$ cat config.mk
export PLATFORM = sky130hd
export DESIGN_NAME = tmr_xint_ctrl
export DESIGN_NICKNAME = d
export VERILOG_FILES = /design/src/rtl/tmr_xint_pkg.sv /design/src/rtl/tx_sync.sv /design/src/rtl/tx_tmr_flag.sv /design/src/rtl/tx_xint_det.sv /design/src/rtl/tmr_xint_ctrl.sv
export SDC_FILE = /design/constraint.sdc
export NUM_CORES = 1
export LEC_CHECK = 0
export ABC_CLOCK_PERIOD_IN_PS = 1000
export BUFFER_PORTS_ARGS = -buffer_cell sky130_fd_sc_hd__buf_2
export CAP_MARGIN = 20
export CORE_MARGIN = 4
export CORE_UTILIZATION = 39
export CTS_CLUSTER_SIZE = 8
export DETAILED_ROUTE_END_ITERATION = 8
export PLACE_DENSITY = 0.8
export REMOVE_ABC_BUFFERS = 1
export SKIP_CTS_REPAIR_TIMING = 1
export SLEW_MARGIN = 25
export SYNTH_ARGS = -nofsm -noshare
export SYNTH_HDL_FRONTEND = slang
export SYNTH_SLANG_ARGS = --single-unit
$ cat constraint.sdc
create_clock -name clk_i -period 1 [get_ports clk_i]
set_input_delay 0.1 -clock clk_i [delete_from_list [all_inputs] [get_ports clk_i]]
set_output_delay 0.1 -clock clk_i [all_outputs]
set_load 0.01 [all_outputs]
$ cat src/rtl/tmr_xint_pkg.sv
package tmr_xint_pkg;
  localparam int unsigned N_SRC      = 2;
  localparam int unsigned REG_W      = 8;
  localparam int unsigned SYNC_DEPTH = 2;
  localparam logic [7:0]  TCTL_ADDR  = 8'h88;

  function automatic int unsigned tmr_flag_pos(int unsigned i);
    return 5 + 2 * i;
  endfunction

  function automatic int unsigned tmr_run_pos(int unsigned i);
    return 4 + 2 * i;
  endfunction

  function automatic int unsigned xint_flag_pos(int unsigned i);
    return 1 + 2 * i;
  endfunction

  function automatic int unsigned xint_mode_pos(int unsigned i);
    return 2 * i;
  endfunction
endpackage

$ cat src/rtl/tx_sync.sv
module tx_sync #(
  parameter int unsigned STAGES  = 2,
  parameter logic        RST_VAL = 1'b1
) (
  input  logic clk_i,
  input  logic rst_ni,
  input  logic d_i,
  output logic q_o
);
  logic [STAGES-1:0] chain_q;

  always_ff @(posedge clk_i or negedge rst_ni) begin
    if (!rst_ni) chain_q <= {STAGES{RST_VAL}};
    else         chain_q <= {chain_q[STAGES-2:0], d_i};
  end

  assign q_o = chain_q[STAGES-1];
endmodule

$ cat src/rtl/tx_tmr_flag.sv
module tx_tmr_flag (
  input  logic clk_i,
  input  logic rst_ni,
  input  logic ovf_i,
  input  logic ack_i,
  output logic flag_o
);
  logic flag_q;

  // set beats clear
  always_ff @(posedge clk_i or negedge rst_ni) begin
    if (!rst_ni)    flag_q <= 1'b0;
    else if (ovf_i) flag_q <= 1'b1;
    else if (ack_i) flag_q <= 1'b0;
  end

  assign flag_o = flag_q;

  AST_TF_SET: assert property (@(posedge clk_i) disable iff (!rst_ni)
    ovf_i |=> flag_o) else $error("tf set");
  AST_TF_CLR: assert property (@(posedge clk_i) disable iff (!rst_ni)
    (ack_i && !ovf_i) |=> !flag_o) else $error("tf clr");
  AST_TF_HOLD: assert property (@(posedge clk_i) disable iff (!rst_ni)
    (!ack_i && !ovf_i) |=> $stable(flag_o)) else $error("tf hold");
endmodule

$ cat src/rtl/tx_xint_det.sv
module tx_xint_det
  import tmr_xint_pkg::*;
(
  input  logic clk_i,
  input  logic rst_ni,
  input  logic stb_i,
  input  logic pin_ni,
  input  logic edge_mode_i,
  input  logic ack_i,
  output logic flag_o
);
  logic pin_s;
  logic samp_q;
  logic flag_q;
  logic fall;

  tx_sync #(.STAGES(SYNC_DEPTH), .RST_VAL(1'b1)) u_sync (
    .clk_i (clk_i),
    .rst_ni(rst_ni),
    .d_i   (pin_ni),
    .q_o   (pin_s)
  );

  always_ff @(posedge clk_i or negedge rst_ni) begin
    if (!rst_ni)    samp_q <= 1'b1;
    else if (stb_i) samp_q <= pin_s;
  end

  assign fall = stb_i && samp_q && !pin_s;

  always_ff @(posedge clk_i or negedge rst_ni) begin
    if (!rst_ni) begin
      flag_q <= 1'b0;
    end else if (edge_mode_i) begin
      if (fall)       flag_q <= 1'b1;
      else if (ack_i) flag_q <= 1'b0;
    end else begin
      if (stb_i)      flag_q <= !pin_s;
      else if (ack_i) flag_q <= 1'b0;
    end
  end

  assign flag_o = flag_q;

  AST_EDGE_SET: assert property (@(posedge clk_i) disable iff (!rst_ni)
    (edge_mode_i && stb_i && samp_q && !pin_s) |=> flag_o) else $error("edge");
  AST_LEVEL_FOLLOW: assert property (@(posedge clk_i) disable iff (!rst_ni)
    (!edge_mode_i && stb_i) |=> (flag_o == !$past(pin_s))) else $error("level");
  AST_XF_HOLD: assert property (@(posedge clk_i) disable iff (!rst_ni)
    (!stb_i && !ack_i) |=> $stable(flag_o)) else $error("hold");
  AST_XF_ACK: assert property (@(posedge clk_i) disable iff (!rst_ni)
    (ack_i && !stb_i) |=> !flag_o) else $error("ack");
endmodule

$ cat src/rtl/tmr_xint_ctrl.sv
module tmr_xint_ctrl
  import tmr_xint_pkg::*;
(
  input  logic             clk_i,
  input  logic             rst_ni,
  input  logic             mc_stb_i,
  input  logic [7:0]       sfr_addr_i,
  input  logic             sfr_wr_i,
  input  logic [REG_W-1:0] sfr_wdata_i,
  output logic [REG_W-1:0] sfr_rdata_o,
  input  logic [N_SRC-1:0] tmr_ovf_i,
  input  logic [N_SRC-1:0] ack_tmr_i,
  input  logic [N_SRC-1:0] xint_ni,
  input  logic [N_SRC-1:0] ack_xint_i,
  output logic [N_SRC-1:0] tmr_run_o,
  output logic [N_SRC-1:0] irq_tmr_o,
  output logic [N_SRC-1:0] irq_xint_o
);
  logic             hit;
  logic             wr_hit;
  logic [N_SRC-1:0] run_q;
  logic [N_SRC-1:0] mode_q;
  logic [N_SRC-1:0] tf;
  logic [N_SRC-1:0] xf;
  logic [REG_W-1:0] reg_w;

  assign hit    = (sfr_addr_i == TCTL_ADDR);
  assign wr_hit = sfr_wr_i && hit;

  for (genvar i = 0; i < N_SRC; i++) begin : g_src
    always_ff @(posedge clk_i or negedge rst_ni) begin
      if (!rst_ni) begin
        run_q[i]  <= 1'b0;
        mode_q[i] <= 1'b0;
      end else if (wr_hit) begin
        run_q[i]  <= sfr_wdata_i[tmr_run_pos(i)];
        mode_q[i] <= sfr_wdata_i[xint_mode_pos(i)];
      end
    end

    tx_tmr_flag u_tf (
      .clk_i (clk_i),
      .rst_ni(rst_ni),
      .ovf_i (tmr_ovf_i[i]),
      .ack_i (ack_tmr_i[i]),
      .flag_o(tf[i])
    );

    tx_xint_det u_xd (
      .clk_i      (clk_i),
      .rst_ni     (rst_ni),
      .stb_i      (mc_stb_i),
      .pin_ni     (xint_ni[i]),
      .edge_mode_i(mode_q[i]),
      .ack_i      (ack_xint_i[i]),
      .flag_o     (xf[i])
    );
  end

  always_comb begin
    reg_w = '0;
    for (int unsigned i = 0; i < N_SRC; i++) begin
      reg_w[tmr_flag_pos(i)]  = tf[i];
      reg_w[tmr_run_pos(i)]   = run_q[i];
      reg_w[xint_flag_pos(i)] = xf[i];
      reg_w[xint_mode_pos(i)] = mode_q[i];
    end
  end

  assign sfr_rdata_o = hit ? reg_w : '0;
  assign tmr_run_o   = run_q;
  assign irq_tmr_o   = tf;
  assign irq_xint_o  = xf;

  AST_CTRL_HOLD: assert property (@(posedge clk_i) disable iff (!rst_ni)
    !wr_hit |=> ($stable(tmr_run_o) && $stable(mode_q))) else $error("ctrl");
  AST_CTRL_LOAD: assert property (@(posedge clk_i) disable iff (!rst_ni)
    wr_hit |=> (tmr_run_o == {$past(sfr_wdata_i[6]), $past(sfr_wdata_i[4])})) else $error("load");
  AST_RD_MISS: assert property (@(posedge clk_i) disable iff (!rst_ni)
    !hit |-> (sfr_rdata_o == '0)) else $error("rd");
endmodule

==> flow_summary.yaml <==
power_and_ir_drop:
  p_int_mw: 0.920
  powerDensity_mw_per_mm2: 1220
  switching_share: 0.218
  p_seq_frac: 0.541
  clkPwrFrac: 0.336
  leakage_nw: 0.507
  power_switching_mw: 0.256
  ir_worst_vdd_uv: 885
  combPwrFrac: 0.123
timing:
  skew_ns: 0.00336
  fin_crit_ns: 1.11
  fin_ws_ns: -0.105
  tns_ns: -0.802
  worstMarginPinSlew_ns: 0.303
  relSlewSlack: 0.798
  rsz0062_at_grt: "yes"
  timing_hold_violations_final: 0
  max_freq_mhz: 905
  fin_crit_sh: 1.11
  setup_viol: 8
  final_max_slew_viol_count: 0
synth:
  syn_avg_cell_area_um2: 12.7
  ys_ff_latch: 14
  netlist_area_um2: 636
  yosysSeqAreaShare: 0.563
  synth.distinct_cells: 15
  yosysWarnings: 0
  syn_inst: 50
worst_setup_path:
  worstSetupStartpointType: "primary input"
  slowest_stage: "nor4b_4"
  worst-path-buf-inv: 2
  critPathArrivalTime_ns: 1.01
  crit_chain: "buf_6 -> nor4b_4 -> and3_4 -> and2_1 -> buf_2"
  crit_family: "simple AND/OR/NAND/NOR gates"
  path_class: "primary input to output port"
  crit_fanout: 8
  cp.required_ns: 0.90
  cpPeakStageDelay_ns: 0.28
  cp-end-kind: "output port"
global_routing:
  grt_pass1_vias: 539
  grt_max_degree: 15
  grt_pass1_wl_um: 2220
  grt_antenna_before_repair: 0
  grt-ovfl-total: 0
  track_usage: 0.115
floorplanning:
  die_height_um: 48.4
  core_mm2: 0.00152
  boundaryPins: 42
  start_util: 0.417
  fp.dieArea_mm2: 0.00234
  fp.dieW_um: 48.4
  rows: 14
drt:
  via_per_inst: 4.71
  dr.pass1.iters: 2
  wire_per_inst_um: 13.6
  drt_iter0_drc: 1
  ant_nets: 0
  finalWirelength_um: 1450
  drcViolationCount: 0
  vias: 504
clocking:
  numCtsBuffers: 3
  cts_buffer_depth: 2
  clock-sinks: 14
  tritoncts: "built"
  h-tree-depth: 1
  clkTransAtPathRegs_ns: 0.08
  clk_latency_ns: 0.27
  cts_root_buf: "clkbuf_4"
layout:
  syn2layout_area_growth_pct: 51.4
  utilization: 0.631
  antenna_cells: 0
  drive_gt1_frac: 0.670
  fill_cells: 130
  nets: 120
  fin_area_um2: 962
placement:
  gp_congestion: 0.656
  numPortBuffers: 37
  placed_area_um2: 811
  dpl.hpwl_um: 1090
min_path:
  hp-class: "primary input to flip-flop"
run_status:
  violations: "negative setup slack"
  status: "finished, violations left"
job:
  maxCapViolations: 0
cell type report:
cell class	instances	area [um^2]	share of cell area
clock buffers	4	36.3	0.0377
inverters	3	11.3	0.0117
multi-input cells	29	258	0.268
flip-flops and latches	14	358	0.372
well taps	16	20.0	0.0208
repair buffers	41	279	0.290
through the flow:
stage	total power [mW]	hold WS (ns)	instances	setup WS (ns)
global placement	0.767	-0.00131	99	-0.155
finish	1.18	0.000899	107	-0.105
CTS	1.18	-0.294	103	-0.156
detailed placement	0.776	0.00892	99	-0.193
global route	1.24	0.000673	107	-0.161
floorplan	0.691	-0.196	46	0.00205
cell families (layout without fill, tap and decap cells):
family | Yosys count | after routing | synth area share
buffers and inverters | 7 | 48 | 0.0650
flip-flops | 14 | 14 | 0.563
AO/OA/AOI/OAI | 4 | 4 | 0.0512
multiplexers | 6 | 6 | 0.106
AND/OR/NAND/NOR | 19 | 19 | 0.215
state kept, by name, indices dropped and copies added, names as in the netlist:
register / cells
g_src.u_tf.flag_o: 2
g_src.u_xd.flag_o: 2
g_src.u_xd.samp_q: 2
g_src.u_xd.u_sync.chain_q: 4
mode_q: 2
tmr_run_o: 2
cells in the mapped netlist:
cell | number | share of area
nor4b_4 | 1 | 0.037
mux2_1 | 3 | 0.053
nand4_2 | 1 | 0.020
and2_1 | 8 | 0.079
inv_1 | 3 | 0.018
mux2_2 | 3 | 0.053
nand2b_1 | 2 | 0.020
a21o_1 | 2 | 0.024
nor2_1 | 3 | 0.018
buf_4 | 4 | 0.047
nor2b_1 | 3 | 0.030
dfrtp_1 | 8 | 0.31
o32ai_1 | 2 | 0.028
dfstp_2 | 6 | 0.25
and3_2 | 1 | 0.012
routing by layer:
metal | part of all wire | up-vias | track usage
li1 | - | 247 | -
met4 | 0 | 0 | 0.0276
met5 | 0 | - | 0
met1 | 0.36 | 236 | 0.123
met3 | 0.067 | 0 | 0.0368
met2 | 0.57 | 21 | 0.215
layout by cell type, fill, tap and decap left out:
cell type,instances
buf_2,28
buf_6,9
dfrtp_1,8
and2_4,7
dfstp_2,6
nor2_1,3
nor2b_1,3
inv_1,3
mux2_1,3
mux2_2,3
clkbuf_4,3
dlygate4sd3_1,3
nand2b_1,2
o32ai_1,2
a21o_1,2
nor4b_4,1
and3_4,1
and2_1,1
nand4_2,1
clkbuf_8,1
buf_4,1
power by group through the flow:
stage	clock network, mW	registers [mW]	logic (mW)
3_3_place_gp	0	0.643	0.124
4_1_cts	0.409	0.635	0.130
5_1_grt	0.435	0.642	0.161
3_5_place_dp	0	0.646	0.130
2_1_floorplan	0	0.648	0.0426
6_report	0.395	0.637	0.145
final timing paths:
kind	from	end	slack, ns	cells past startpoint
setup / recovery	sfr_addr_i[4]	sfr_rdata_o[6]	-0.11	5
hold / removal	tmr_ovf_i[1]	g_src[1].u_tf.flag_o	0.0009	2
setup reg to reg	g_src[0].u_xd.samp_q	g_src[0].u_xd.flag_o	0.13	2
hold reg to reg	g_src[0].u_xd.u_sync.chain_q[0]	g_src[0].u_xd.u_sync.chain_q[1]	0.36	0
max in group asynchronous	rst_ni	g_src[0].u_xd.samp_q	0.48	2
min in group asynchronous	rst_ni	mode_q[1]	0.23	2
Power figures use the tool's default switching activity.
